## config.mk

```make
export PLATFORM = sky130hd
export DESIGN_NAME = async_serial_port
export DESIGN_NICKNAME = d
export VERILOG_FILES = /design/src/rtl/sap_pkg.sv /design/src/rtl/sap_baud_gen.sv /design/src/rtl/sap_tx.sv /design/src/rtl/sap_rx.sv /design/src/rtl/async_serial_port.sv
export SDC_FILE = /design/constraint.sdc
export NUM_CORES = 1
export LEC_CHECK = 0
export CORE_UTILIZATION = 55
export CTS_BUF_LIST = sky130_fd_sc_hd__clkbuf_2
export DETAILED_ROUTE_END_ITERATION = 10
export DONT_BUFFER_PORTS = 1
export GPL_TIMING_DRIVEN = 1
export PLACE_DENSITY = 0.83
export SYNTH_ARGS = -nofsm -noshare
export SYNTH_HDL_FRONTEND = slang
export SYNTH_HIERARCHICAL = 1
export SYNTH_SLANG_ARGS = --single-unit
```

## constraint.sdc

```tcl
create_clock -name clk -period 3.25 [get_ports clk]
set_clock_uncertainty 0.2 [all_clocks]
set_input_delay 0.65 -clock clk [delete_from_list [all_inputs] [get_ports clk]]
set_output_delay 0.65 -clock clk [all_outputs]
set_load 0.01 [all_outputs]
```

## src/rtl/sap_pkg.sv

```systemverilog
package sap_pkg;
   localparam int DATA_W  = 9;            // widest data field
   localparam int FRAME_W = DATA_W + 4;   // start + data + parity + two stops
   localparam int OVS     = 16;           // ticks per bit
   localparam int MID_A   = 7;
   localparam int MID_B   = 8;
   localparam int MID_C   = 9;

   typedef enum logic {RX_IDLE, RX_BUSY} rx_state_t;

   // force the data-bit count into the legal 5..9 window
   function automatic logic [3:0] clamp_bits(input logic [3:0] v);
      if (v < 4'd5)      return 4'd5;
      else if (v > 4'd9) return 4'd9;
      else               return v;
   endfunction
endpackage

```

## src/rtl/sap_baud_gen.sv

```systemverilog
module sap_baud_gen #(
   parameter int INT_W  = 12,
   parameter int FRAC_W = 4,
   localparam int FP_W  = (FRAC_W > 0) ? FRAC_W : 1
) (
   input  logic             clk,
   input  logic             rst_n,
   input  logic [INT_W-1:0] div_int,
   input  logic [FP_W-1:0]  div_frac,
   output logic             tick
);
   if (INT_W < 1) begin : g_bad_int
      $error("sap_baud_gen: INT_W must be at least 1");
   end

   logic [INT_W:0] cnt;
   logic           carry;

   assign tick = (cnt == '0);

   if (FRAC_W > 0) begin : g_frac
      logic [FRAC_W-1:0] acc;
      logic [FRAC_W:0]   sum;
      assign sum   = {1'b0, acc} + {1'b0, div_frac};
      assign carry = sum[FRAC_W];
      always_ff @(posedge clk) begin
         if (!rst_n)    acc <= '0;
         else if (tick) acc <= sum[FRAC_W-1:0];
      end
   end else begin : g_int_only
      assign carry = 1'b0;
   end

   always_ff @(posedge clk) begin
      if (!rst_n)    cnt <= '0;
      else if (tick) cnt <= {1'b0, div_int} + {{INT_W{1'b0}}, carry};
      else           cnt <= cnt - 1'b1;
   end
endmodule

```

## src/rtl/sap_tx.sv

```systemverilog
module sap_tx
   import sap_pkg::*;
(
   input  logic              clk,
   input  logic              rst_n,
   input  logic              tick,
   input  logic [3:0]        nbits,
   input  logic              par_en,
   input  logic              par_odd,
   input  logic              two_stop,
   input  logic              wr,
   input  logic [DATA_W-1:0] wdata,
   output logic              txd,
   output logic              empty,
   output logic              done
);
   logic [DATA_W-1:0]  hold;
   logic               full;
   logic [FRAME_W-1:0] shreg;
   logic [FRAME_W-1:0] frame;
   logic [3:0]         left;
   logic [3:0]         sub;
   logic [3:0]         flen;
   logic               busy;
   logic               par_bit;
   logic               last_tick;
   logic               load;

   // assemble the frame from the held word: LSB on the line first
   always_comb begin
      par_bit = par_odd;
      frame   = '1;
      frame[0] = 1'b0;
      for (int i = 0; i < DATA_W; i++) begin
         if (i < int'(nbits)) begin
            frame[i+1] = hold[i];
            par_bit    = par_bit ^ hold[i];
         end
      end
      if (par_en) frame[int'(nbits)+1] = par_bit;
      flen = 4'd2 + nbits + {3'b0, par_en} + {3'b0, two_stop};
   end

   assign last_tick = tick && busy && (sub == 4'(OVS-1)) && (left == 4'd1);
   assign load      = tick && full && (!busy || last_tick);

   always_ff @(posedge clk) begin
      if (!rst_n) begin
         hold  <= '0;
         full  <= 1'b0;
         shreg <= '1;
         left  <= '0;
         sub   <= '0;
         busy  <= 1'b0;
         done  <= 1'b0;
      end else begin
         if (wr && !full) begin
            hold <= wdata;
            full <= 1'b1;
            done <= 1'b0;
         end
         if (tick && busy) begin
            sub <= sub + 1'b1;
            if (sub == 4'(OVS-1)) begin
               if (left == 4'd1) begin
                  busy <= 1'b0;
                  if (!full && !wr) done <= 1'b1;
               end else begin
                  shreg <= {1'b1, shreg[FRAME_W-1:1]};
                  left  <= left - 1'b1;
               end
            end
         end
         if (load) begin
            shreg <= frame;
            left  <= flen;
            sub   <= '0;
            busy  <= 1'b1;
            full  <= 1'b0;
         end
      end
   end

   assign txd   = busy ? shreg[0] : 1'b1;
   assign empty = !full;
endmodule

```

## src/rtl/sap_rx.sv

```systemverilog
module sap_rx
   import sap_pkg::*;
#(
   parameter int SYNC_STAGES = 2
) (
   input  logic              clk,
   input  logic              rst_n,
   input  logic              tick,
   input  logic [3:0]        nbits,
   input  logic              par_en,
   input  logic              par_odd,
   input  logic              rxd,
   input  logic              rd,
   output logic [DATA_W-1:0] data,
   output logic              ready,
   output logic              perr,
   output logic              ferr,
   output logic              ovr
);
   if (SYNC_STAGES < 2) begin : g_bad_sync
      $error("sap_rx: SYNC_STAGES must be at least 2");
   end

   logic [SYNC_STAGES-1:0] sync;
   logic                   s;

   always_ff @(posedge clk) begin
      if (!rst_n) sync <= '1;
      else        sync <= {sync[SYNC_STAGES-2:0], rxd};
   end
   assign s = sync[SYNC_STAGES-1];

   rx_state_t         st;
   logic              prev;
   logic [3:0]        samp;
   logic [3:0]        nxt;
   logic [3:0]        pos;
   logic [3:0]        k;
   logic              v7;
   logic              v8;
   logic              maj;
   logic              parbit;
   logic [DATA_W-1:0] sh;
   logic [DATA_W-1:0] word;

   assign nxt  = samp + 1'b1;
   assign k    = pos - 1'b1;
   assign maj  = (v7 & v8) | (v7 & s) | (v8 & s);
   assign word = sh >> (4'(DATA_W) - nbits);

   always_ff @(posedge clk) begin
      if (!rst_n) begin
         st     <= RX_IDLE;
         prev   <= 1'b1;
         samp   <= '0;
         pos    <= '0;
         v7     <= 1'b1;
         v8     <= 1'b1;
         parbit <= 1'b0;
         sh     <= '0;
         data   <= '0;
         ready  <= 1'b0;
         perr   <= 1'b0;
         ferr   <= 1'b0;
         ovr    <= 1'b0;
      end else begin
         if (rd) begin
            ready <= 1'b0;
            ovr   <= 1'b0;
         end
         if (tick) begin
            if (st == RX_IDLE) begin
               prev <= s;
               if (prev && !s) begin
                  st   <= RX_BUSY;
                  samp <= '0;
                  pos  <= '0;
               end
            end else begin
               samp <= nxt;
               if (nxt == 4'd0) pos <= pos + 1'b1;
               if (nxt == 4'(MID_A)) v7 <= s;
               if (nxt == 4'(MID_B)) begin
                  v8 <= s;
                  if (pos == 4'd0 && s) begin
                     st   <= RX_IDLE;
                     prev <= 1'b1;
                  end
               end
               if (nxt == 4'(MID_C) && pos != 4'd0) begin
                  if (k < nbits) begin
                     sh <= {maj, sh[DATA_W-1:1]};
                  end else if (par_en && k == nbits) begin
                     parbit <= maj;
                  end else begin
                     st    <= RX_IDLE;
                     prev  <= maj;
                     data  <= word;
                     perr  <= par_en & (parbit ^ (^word) ^ par_odd);
                     ferr  <= !maj;
                     ovr   <= ready && !rd;
                     ready <= 1'b1;
                  end
               end
            end
         end
      end
   end
endmodule

```

## src/rtl/async_serial_port.sv

```systemverilog
module async_serial_port
   import sap_pkg::*;
#(
   parameter int INT_W       = 12,
   parameter int FRAC_W      = 4,
   parameter int SYNC_STAGES = 2,
   localparam int FP_W       = (FRAC_W > 0) ? FRAC_W : 1
) (
   input  logic              clk,
   input  logic              rst_n,
   input  logic [INT_W-1:0]  cfg_div_int,
   input  logic [FP_W-1:0]   cfg_div_frac,
   input  logic [3:0]        cfg_data_bits,
   input  logic              cfg_par_en,
   input  logic              cfg_par_odd,
   input  logic              cfg_two_stop,
   input  logic              tx_wr,
   input  logic [DATA_W-1:0] tx_data,
   output logic              tx_empty,
   output logic              tx_done,
   output logic              txd,
   input  logic              rxd,
   input  logic              rx_rd,
   output logic [DATA_W-1:0] rx_data,
   output logic              rx_ready,
   output logic              rx_perr,
   output logic              rx_ferr,
   output logic              rx_ovr
);
   if (FRAC_W > 8) begin : g_bad_frac
      $error("async_serial_port: FRAC_W above 8 is not supported");
   end

   logic       tick;
   logic [3:0] nbits;

   assign nbits = clamp_bits(cfg_data_bits);

   sap_baud_gen #(.INT_W(INT_W), .FRAC_W(FRAC_W)) u_baud (
      .clk      (clk),
      .rst_n    (rst_n),
      .div_int  (cfg_div_int),
      .div_frac (cfg_div_frac),
      .tick     (tick)
   );

   sap_tx u_tx (
      .clk      (clk),
      .rst_n    (rst_n),
      .tick     (tick),
      .nbits    (nbits),
      .par_en   (cfg_par_en),
      .par_odd  (cfg_par_odd),
      .two_stop (cfg_two_stop),
      .wr       (tx_wr),
      .wdata    (tx_data),
      .txd      (txd),
      .empty    (tx_empty),
      .done     (tx_done)
   );

   sap_rx #(.SYNC_STAGES(SYNC_STAGES)) u_rx (
      .clk     (clk),
      .rst_n   (rst_n),
      .tick    (tick),
      .nbits   (nbits),
      .par_en  (cfg_par_en),
      .par_odd (cfg_par_odd),
      .rxd     (rxd),
      .rd      (rx_rd),
      .data    (rx_data),
      .ready   (rx_ready),
      .perr    (rx_perr),
      .ferr    (rx_ferr),
      .ovr     (rx_ovr)
   );
endmodule

```

==> results of run 1 <==
[kinds of logic (layout without fill, tap and decap cells)]
| kind of cell | count (synthesis) | in the layout |
|---|---|---|
| xor+xnor | 49 | 49 |
| buf+inv | 67 | 87 |
| fa+ha+maj | 26 | 26 |
| flops | 87 | 87 |
| mux | 38 | 38 |
| simple gates | 230 | 230 |
| compound gates | 129 | 129 |
[power by group through the flow]
stage / logic, mW / clock network, mW / registers (mW)
after floorplan: 0.614 / 0 / 1.27
after global placement: 0.713 / 0 / 1.29
after detailed placement: 0.740 / 0 / 1.30
after CTS: 0.763 / 0.645 / 1.28
after global routing: 0.866 / 0.690 / 1.30
final: 0.780 / 0.630 / 1.28
[synthesized netlist by cell type (all sizes together) (3+ instances only)]
library cell | number | share of area
or3 | 3 | 0.0034
buf | 18 | 0.028
or2 | 3 | 0.0034
a31oi | 5 | 0.0057
a211oi | 10 | 0.014
o221ai | 8 | 0.014
nor3b | 5 | 0.0069
inv | 33 | 0.023
xor2 | 27 | 0.043
a21boi | 17 | 0.023
dfxtp | 87 | 0.32
and3b | 3 | 0.0050
clkbuf | 14 | 0.0096
nor4 | 10 | 0.015
nand2b | 9 | 0.010
nand3 | 29 | 0.027
mux2 | 3 | 0.0069
nor3 | 19 | 0.019
and2 | 3 | 0.0034
a21oi | 28 | 0.027
nor2b | 30 | 0.036
or4 | 3 | 0.0041
ha | 23 | 0.053
mux2i | 31 | 0.057
nand2 | 61 | 0.042
nor2 | 30 | 0.021
o211ai | 5 | 0.0096
o22ai | 4 | 0.0046
mux4 | 4 | 0.017
xnor2 | 20 | 0.033
and4 | 3 | 0.0050
o21ai | 29 | 0.028
nand4 | 8 | 0.0092
[placed cells by master (no fill, tap or decap), types with 4 or more instances in the layout]
| cell | n |
|---|---|
| ha_1 | 22 |
| nor2b_1 | 29 |
| a211oi_1 | 10 |
| nand3_1 | 29 |
| xnor2_1 | 18 |
| a31oi_1 | 5 |
| nor4_1 | 8 |
| nand2b_1 | 9 |
| nand4_1 | 8 |
| mux2i_1 | 31 |
| clkbuf_2 | 10 |
| nor3b_1 | 4 |
| buf_4 | 20 |
| nor3_1 | 17 |
| nor2_1 | 29 |
| xor2_1 | 26 |
| o221ai_1 | 7 |
| inv_1 | 31 |
| a21oi_1 | 26 |
| dlygate4sd3_1 | 13 |
| o22ai_1 | 4 |
| mux4_2 | 4 |
| a21boi_0 | 16 |
| dfxtp_1 | 87 |
| nand2_1 | 61 |
| o21ai_0 | 26 |
[per-stage QoR]
stage                     std cells  hold WS, ns   util  power (mW)
after floorplan                 626        0.186      -        1.88
after global placement          749        0.194  0.585        2.00
after detailed placement        749        0.196  0.585        2.04
after CTS                       773     0.000166  0.608        2.69
after global routing            779      0.00123  0.614        2.85
final                           779       0.0322  0.614        2.69
[worst register-to-register path: cells and delay by family (launching register included)]
family	cells	cell delay [ns]
AOI/OAI and AO/OA	2	0.25
DFF	1	0.39
and+or+nand+nor	5	1.32
muxes	1	0.35
buffers and inverters	2	0.45
[state kept, by name, summed over array words and instances (netlist names), named ones only]
signal,cells
u_baud/cnt,13
u_tx/shreg,13
u_rx/data,9
u_rx/sh,9
u_tx/hold,9
u_baud/g_frac.acc,4
u_rx/pos,4
u_rx/samp,4
u_tx/left,4
u_tx/sub,4
u_rx/sync,2
u_rx/ferr,1
u_rx/ovr,1
u_rx/parbit,1
u_rx/perr,1
u_rx/prev,1
u_rx/ready,1
u_rx/st,1
u_rx/v7,1
u_rx/v8,1
u_tx/busy,1
u_tx/full,1
[cell type report]
cell class                      instances  area (um2)
Clock inverter                          6        83.8
Inverter                               35         133
Tap cell                              133         166
Clock buffer                           10        50.0
Multi-Input combinational cell        472        3430
Timing Repair Buffer                   36         340
Fill cell                             801        3730
Sequential cell                        87        1740
[final timing paths]
check / to / slack [ns] / cells past startpoint
worst min-delay path: u_tx/hold[6] / 0.03 / 2
worst max register to register: u_tx/shreg[9] / 0.20 / 10
worst min register to register: u_rx/sync[1] / 0.23 / 1
worst max-delay path: u_tx/shreg[9] / 0.20 / 10
[per-layer routing]
layer  GRT usage  wire [um]  up-vias
met5           0          0        -
met4      0.0925        206        0
met3      0.0469        786       21
met2       0.425       5990      169
met1       0.291       5270     2176
li1            -          -     2249
==> results.cfg, run 1 <==
[worst_setup_path]
cp.arrival_ns = 3.30
cp_data_required_time_ns = 3.50
slowest_delay_ns = 0.44
path_delay_family = simple AND/OR/NAND/NOR gates
path_buf_inv = 2
critPathLaunch = u_baud/cnt[7]
path_max_fanout = 20
crit_type = reg -> reg
critPathSlowestCell = nor4_2
cp_cell_sequence = nor4_2 > and4_2 > nand2_1 > inv_2 > nand3_1 > nor3_2 > buf_12 > mux2_2 > o32ai_1 > o21ai_0
cp-start-kind = flop
r2r-start = u_baud/cnt[7]
end_kind = flop

[finish]
layout-drive-gt1-share = 0.122
nets = 703
final_area_um2 = 5950
areaGrowthSynthToFinish_pct = 8.91
diodes = 0

[place]
placed_area_um2 = 5670
place_hpwl_um = 8630
place_ws_ns = -0.0233
portBuffers = 0
gp_congestion = 0.892

[floorplanning]
die-area_um2 = 10300
die_w_um = 102
initial_core_util = 0.564
die_h_um = 102
std_cell_rows = 36
core_area_um2 = 9680
ios = 53

[route]
drt_iter0_markers = 279
drc_errors = 0
vias = 4615
drt-vias-per-instance = 5.92
routed_wl_um = 12300
drt_pre_antenna_iters = 5
drt-wirelength-per-cell_um = 15.7
final_antenna_net_count = 0

[clock_network]
cts.path.max_buffers = 2
cts-htree-levels = 3
numCtsBuffers = 9
ctsHoldBuffers = 8
cts.sink_count = 87
root_buffer = clkbuf_2
clk_pin_slew_worst_paths_ns = 0.24
cts-resized-gates = 0
cts_tree = yes
cts_setup_buffers = 0
clkLatencyLatePin_ns = 0.54

[synth]
ys_seq_area_frac = 0.319
synth-compound-area-share = 0.165
syn_nets = 688
synthXorXnorAreaFrac = 0.0854
ys_warn_count = 6
ys_ff_latch = 87
synth_area_um2 = 5460
synth_top_family_by_area = simple AND/OR/NAND/NOR gates
synthArstFlopShare = 0
yosys.area_share.simple = 0.227
synthMuxAreaShare = 0.0809
avgSynthCellArea_um2 = 8.73
synth_cell_types = 82
synth-edff-count = 0
syn-instance-count = 626
synthFlopType = dfxtp_1
synth-adder-area-share = 0.0618

[power]
p_leak_nw = 2.18
p_switching_uw = 903
vdd_drop_max_uv = 419
pwr-share-seq = 0.476
intPower_mw = 1.79
comb_power_share = 0.290
p_per_area_nw_per_um2 = 452
sw_frac_of_total = 0.336
clkPwrFrac = 0.234

[timing]
hold_viol = 0
slew_violations = 0
tightest_slew_ns = 0.874
grt_setup_unrepaired = no
fmax_mhz = 328
period_share = 0.938
min_period_ns = 3.05
max_slew_margin = 0.415
finalSetupViolations = 0
fin_tns_setup_ns = 0
fin_ws_ns = 0.202

[global_route]
grt_pass1_wl_um = 19700
grt_pass1_vias = 4342
grtUsageTotal = 0.242
grt_overflow = 0
antenna_found_initial = 0
grt_max_degree = 40

[run_status]
status = completed

[hold_path]
hp-start = tx_data[6]
hp-class = in -> reg

[flow_run]
drv_cap = 0
(Power assumes the default switching activity.)
==> inputs of run 2 (changes only) <==
--- a/config.mk
+++ b/config.mk
@@ -10,7 +10,7 @@
 export DETAILED_ROUTE_END_ITERATION = 10
 export DONT_BUFFER_PORTS = 1
 export GPL_TIMING_DRIVEN = 1
-export PLACE_DENSITY = 0.83
+export PLACE_DENSITY = 0.74
 export SYNTH_ARGS = -nofsm -noshare
 export SYNTH_HDL_FRONTEND = slang
 export SYNTH_HIERARCHICAL = 1
==> run 2 against run 1 <==
  * Count of clock-buffer cells in the layout is 1 lower
  * Global-route usage is 1.3 points higher
  * Routed wire length up 2.1%
  * Final cell count up 1.0%
  * Flip-flop and latch count did not move
  * Via count grew 0.35%
  * Combinational power increased by 1%
==> results.cfg, run 2 (same netlist as run 1, synthesis figures left out) <==
[run_status]
status = completed

[power]
p_per_area_nw_per_um2 = 482
power_mw = 2.93
p_leak_nw = 2.26
vdd_drop_max_uv = 327

[timing]
tightest_slew_ns = 0.572
fin_tns_setup_ns = 0
finalSetupViolations = 0
min_period_ns = 3.07
max_slew_margin = 0.618
period_share = 0.946
slew_violations = 0
fmax_mhz = 325
hold_viol = 0
grt_setup_unrepaired = no

[floorplanning]
die_w_um = 102
die_h_um = 102
initial_core_util = 0.564
std_cell_rows = 36
ios = 53
die-area_um2 = 10300
core_area_um2 = 9680

[clock_network]
numCtsBuffers = 9
cts.sink_count = 87
clkLatencyLatePin_ns = 0.57
clk_pin_slew_worst_paths_ns = 0.26
cts.path.max_buffers = 2
cts_tree = yes
root_buffer = clkbuf_2
cts-htree-levels = 3

[finish]
areaGrowthSynthToFinish_pct = 11.2
fill_cells = 888
reg_top3 = u_baud/cnt (13), u_tx/shreg (13)
final_common_cell = dfxtp_1
stdcell_count = 787
final_cell_mix = 87 x dfxtp_1, 61 x nand2_1, 31 x inv_1, 31 x mux2i_1
layout-drive-gt1-share = 0.131
diodes = 0
nets = 711

[worst_setup_path]
crit_type = reg -> reg
cp_cell_sequence = nor4_2 > and4_2 > nand2_1 > inv_2 > nand2_1 > a211o_2 > or4_1 > a21boi_0
path_max_fanout = 13
critPathLaunch = u_baud/cnt[6]
cp_data_required_time_ns = 3.55
end_kind = flop
critPathSlowestCell = or4_1
r2r-start = u_baud/cnt[6]
cp.arrival_ns = 3.38
cpMostUsedCell = nand2_1
slowest_delay_ns = 0.53
cp-start-kind = flop

[flow_run]
drv_cap = 0

[route]
drt_iter0_markers = 188
drt_pre_antenna_iters = 4
drc_errors = 0
drt-wirelength-per-cell_um = 15.9
drt-vias-per-instance = 5.88
final_antenna_net_count = 0
routed_wl_um = 12500
vias = 4631

[global_route]
grt_pass1_vias = 4466
grt_pass1_wl_um = 20600
grt_overflow = 0
grtUsageTotal = 0.255
antenna_found_initial = 0
grt_max_degree = 57

[hold_path]
hp-class = in -> reg
hp-start = rx_rd

[place]
gp_congestion = 0.873
place_hpwl_um = 8750
dp.cells = 755
portBuffers = 0
==> run 2: through the flow <==
step	util	area, um2	worst slack, ns	hold WS, ns
floorplan	-	5510	0.0688	0.186
global route	0.627	6070	0.0206	0.00481
global placement	0.588	5700	0.0434	0.192
detailed placement	0.588	5700	-0.0512	0.191
finish	0.627	6070	0.175	0.0547
CTS	0.624	6040	0.162	0.00183
==> run 2: final cells by class <==
type                       instances  area (um2)  share of cell area
sequential                        87        1740               0.287
inverter                          35         133              0.0218
multi-input combinational        472        3430               0.566
clock buffer                       9        45.0             0.00742
timing repair buffer              44         393              0.0647
clock inverter                     7         159              0.0262
tap                              133         166              0.0274
==> run 2: final timing paths <==
| kind | to | slack (ns) | depth (start not counted) |
|---|---|---|---|
| worst max-delay path | u_rx/data[7] | 0.18 | 8 |
| worst max register to register | u_rx/data[7] | 0.18 | 8 |
| worst min-delay path | u_rx/ready | 0.05 | 2 |
| worst min register to register | u_rx/sync[1] | 0.23 | 1 |
==> run 2: power by group <==
| part | switching (mW) | internal, mW | leakage [nW] |
|---|---|---|---|
| Combinational | 0.433 | 0.357 | 1.44 |
| Clock | 0.381 | 0.481 | 0.114 |
| Sequential | 0.100 | 1.18 | 0.707 |
| Total | 0.914 | 2.02 | 2.26 |
==> run 2: critical path: cells and delay by family, from the launching register on <==
kind / cells / cell delay, ns
and+or+nand+nor: 5 / 1.60
AOI/OAI and AO/OA: 2 / 0.56
DFF: 1 / 0.41
buffers and inverters: 1 / 0.24
==> run 2: timing repair <==
action	in CTS	in global routing
hold buffers	13	3
hold endpoints to repair	61	2
setup buffers	0	0
setup endpoints to repair	0	3
resized for setup	0	1
==> run 2: metal layers <==
layer | vias up | track usage | share of wire
met2 | 119 | 0.430 | 0.49
li1 | 2266 | - | -
met4 | 0 | 0.122 | 0.027
met5 | - | 0.00481 | 0
met3 | 26 | 0.0373 | 0.048
met1 | 2220 | 0.319 | 0.43
==> inputs of run 3 (changes only) <==
--- a/config.mk
+++ b/config.mk
@@ -10,7 +10,7 @@
 export DETAILED_ROUTE_END_ITERATION = 10
 export DONT_BUFFER_PORTS = 1
 export GPL_TIMING_DRIVEN = 1
-export PLACE_DENSITY = 0.74
+export PLACE_DENSITY = 0.73
 export SYNTH_ARGS = -nofsm -noshare
 export SYNTH_HDL_FRONTEND = slang
 export SYNTH_HIERARCHICAL = 1
==> run 3 against run 2 <==
  * Die area is the same
  * Global-route usage shrank 1.0 points
  * Utilization shrank 0.96 points
  * Power shrank 11%
  * Critical endpoint is now u_rx/data[8]
  * Clock power shrank 36%
  * Combinational power grew 0.6%
  * Design area shrank 1.5%
  * Via count shrank 2.7%
==> results.cfg, run 3 (same netlist as run 1, synthesis figures left out) <==
[run_status]
status = completed

[flow_run]
drv_cap = 0

[finish]
fill_cells = 855
areaGrowthSynthToFinish_pct = 9.46
multi_input_area_um2 = 3430
final_common_cell = dfxtp_1
final_cell_mix = 87 x dfxtp_1, 61 x nand2_1, 31 x inv_1, 31 x mux2i_1
register_area_um2 = 1740
reg_top3 = u_baud/cnt (13), u_tx/shreg (13)
diodes = 0
layout-drive-gt1-share = 0.132
final_area_um2 = 5980
nets = 709

[place]
place_hpwl_um = 8570
placed_area_um2 = 5720
gp_congestion = 0.906
portBuffers = 0

[clock_network]
clk_pin_slew_worst_paths_ns = 0.24
numCtsBuffers = 9
root_buffer = clkbuf_2
cts.path.max_buffers = 2
cts-htree-levels = 3
cts_setup_buffers = 0
cts.sink_count = 87
cts_tree = yes
clkLatencyLatePin_ns = 0.55

[worst_setup_path]
cp.arrival_ns = 3.29
path_delay_family = simple AND/OR/NAND/NOR gates
path_max_fanout = 16
end_kind = flop
slowest_delay_ns = 0.50
cp-start-kind = flop
worstRegToRegCells = 11
cp_cell_sequence = inv_1 > ha_1 > xor2_1 > ha_1 > nand2_1 > nor2_1 > or3_1 > a211o_2 > buf_12 > or3_1 > a21boi_1
crit_type = reg -> reg
path_depth = 11
reg2reg_to = u_rx/data[8]
critPathSlowestCell = dfxtp_1
cp_data_required_time_ns = 3.57
r2r_slack_ns = 0.28
path_buf_inv = 2
r2r-start = u_rx/pos[0]
critPathLaunch = u_rx/pos[0]

[route]
vias = 4506
final_antenna_net_count = 0
drt_pre_antenna_iters = 4
drt-vias-per-instance = 5.74
drt_iter0_markers = 162
drc_errors = 0
routed_wl_um = 11800
drt-wirelength-per-cell_um = 15.1

[hold_path]
hp-class = in -> reg
hold_depth = 3
hp-start = cfg_par_en
hold_end = u_rx/perr

[power]
p_switching_uw = 892
intPower_mw = 1.73
sw_frac_of_total = 0.341
p_per_area_nw_per_um2 = 438
pwr-share-seq = 0.487
comb_power_share = 0.304
p_leak_nw = 2.21
power_mw = 2.62
vdd_drop_max_uv = 276
clkPwrFrac = 0.209

[global_route]
grt_pass1_wl_um = 19900
grt_overflow = 0
grt_max_degree = 62
grt_pass1_vias = 4385
antenna_found_initial = 0
grtUsageTotal = 0.245

[floorplanning]
die_h_um = 102
core_area_um2 = 9680
die-area_um2 = 10300
ios = 53
std_cell_rows = 36
initial_core_util = 0.564
die_w_um = 102

[timing]
fmax_mhz = 337
max_slew_margin = 0.607
grt_setup_unrepaired = no
hold_viol = 0
min_period_ns = 2.97
period_share = 0.914
finalSetupViolations = 0
tightest_slew_ns = 0.583
slew_violations = 0
[run 3: how the worst max path moves through the flow]
stage,end,slack (ns)
finish,u_rx/data[8],0.28
floorplan,u_rx/perr,0.07
CTS,u_rx/sh[1],0.21
global placement,u_rx/perr,0.09
detailed placement,u_rx/sh[1],-0.03
global route,u_rx/sh[0],0.06
[run 3: metrics by stage]
| stage | setup slack (ns) | setup TNS (ns) | instances | util | hold WS (ns) |
|---|---|---|---|---|---|
| finish | 0.279 | 0 | 785 | 0.617 | 0.108 |
| global route | 0.0578 | 0 | 785 | 0.617 | 0.0566 |
| global placement | 0.0879 | 0 | 755 | 0.591 | 0.191 |
| floorplan | 0.0688 | 0 | 626 | - | 0.186 |
| detailed placement | -0.0263 | -0.0362 | 755 | 0.591 | 0.205 |
| CTS | 0.210 | 0 | 785 | 0.617 | 0.0475 |
[run 3: layer usage]
| metal | part of all wire | global-route usage | up-vias |
|---|---|---|---|
| li1 | - | - | 2261 |
| met1 | 0.45 | 0.311 | 2115 |
| met2 | 0.47 | 0.396 | 105 |
| met3 | 0.045 | 0.0393 | 25 |
| met4 | 0.028 | 0.137 | 0 |
| met5 | 0 | 0 | - |
[run 3: worst reg2reg max path, cell delays in order (launching register included)]
cell and delay, ns:
dfxtp_1 0.50, inv_1 0.13, ha_1 0.22, xor2_1 0.14, ha_1 0.30, nand2_1 0.07
nor2_1 0.05, or3_1 0.33, a211o_2 0.33, buf_12 0.16, or3_1 0.37, a21boi_1 0.14
[run 3: power groups by stage]
stage	Clock [mW]	Combinational [mW]	Sequential (mW)
finish	0.548	0.795	1.27
global route	0.611	0.885	1.29
CTS	0.576	0.796	1.27
detailed placement	0	0.764	1.29
global placement	0	0.731	1.29
floorplan	0	0.614	1.27
[run 3: timing repair]
item | in CTS | in global routing
hold buffers | 14 | 0
gates resized for setup | 0 | 1
setup endpoints to repair | 0 | 9
hold endpoints to repair | 63 | 0
[run 3: cell type report]
type / count / share of cell area
Clock buffer: 12 / 0.0100
Clock inverter: 4 / 0.00774
Tap cell: 133 / 0.0278
Inverter: 35 / 0.0222
Timing Repair Buffer: 42 / 0.0665
Multi-Input combinational cell: 472 / 0.574
Sequential cell: 87 / 0.291
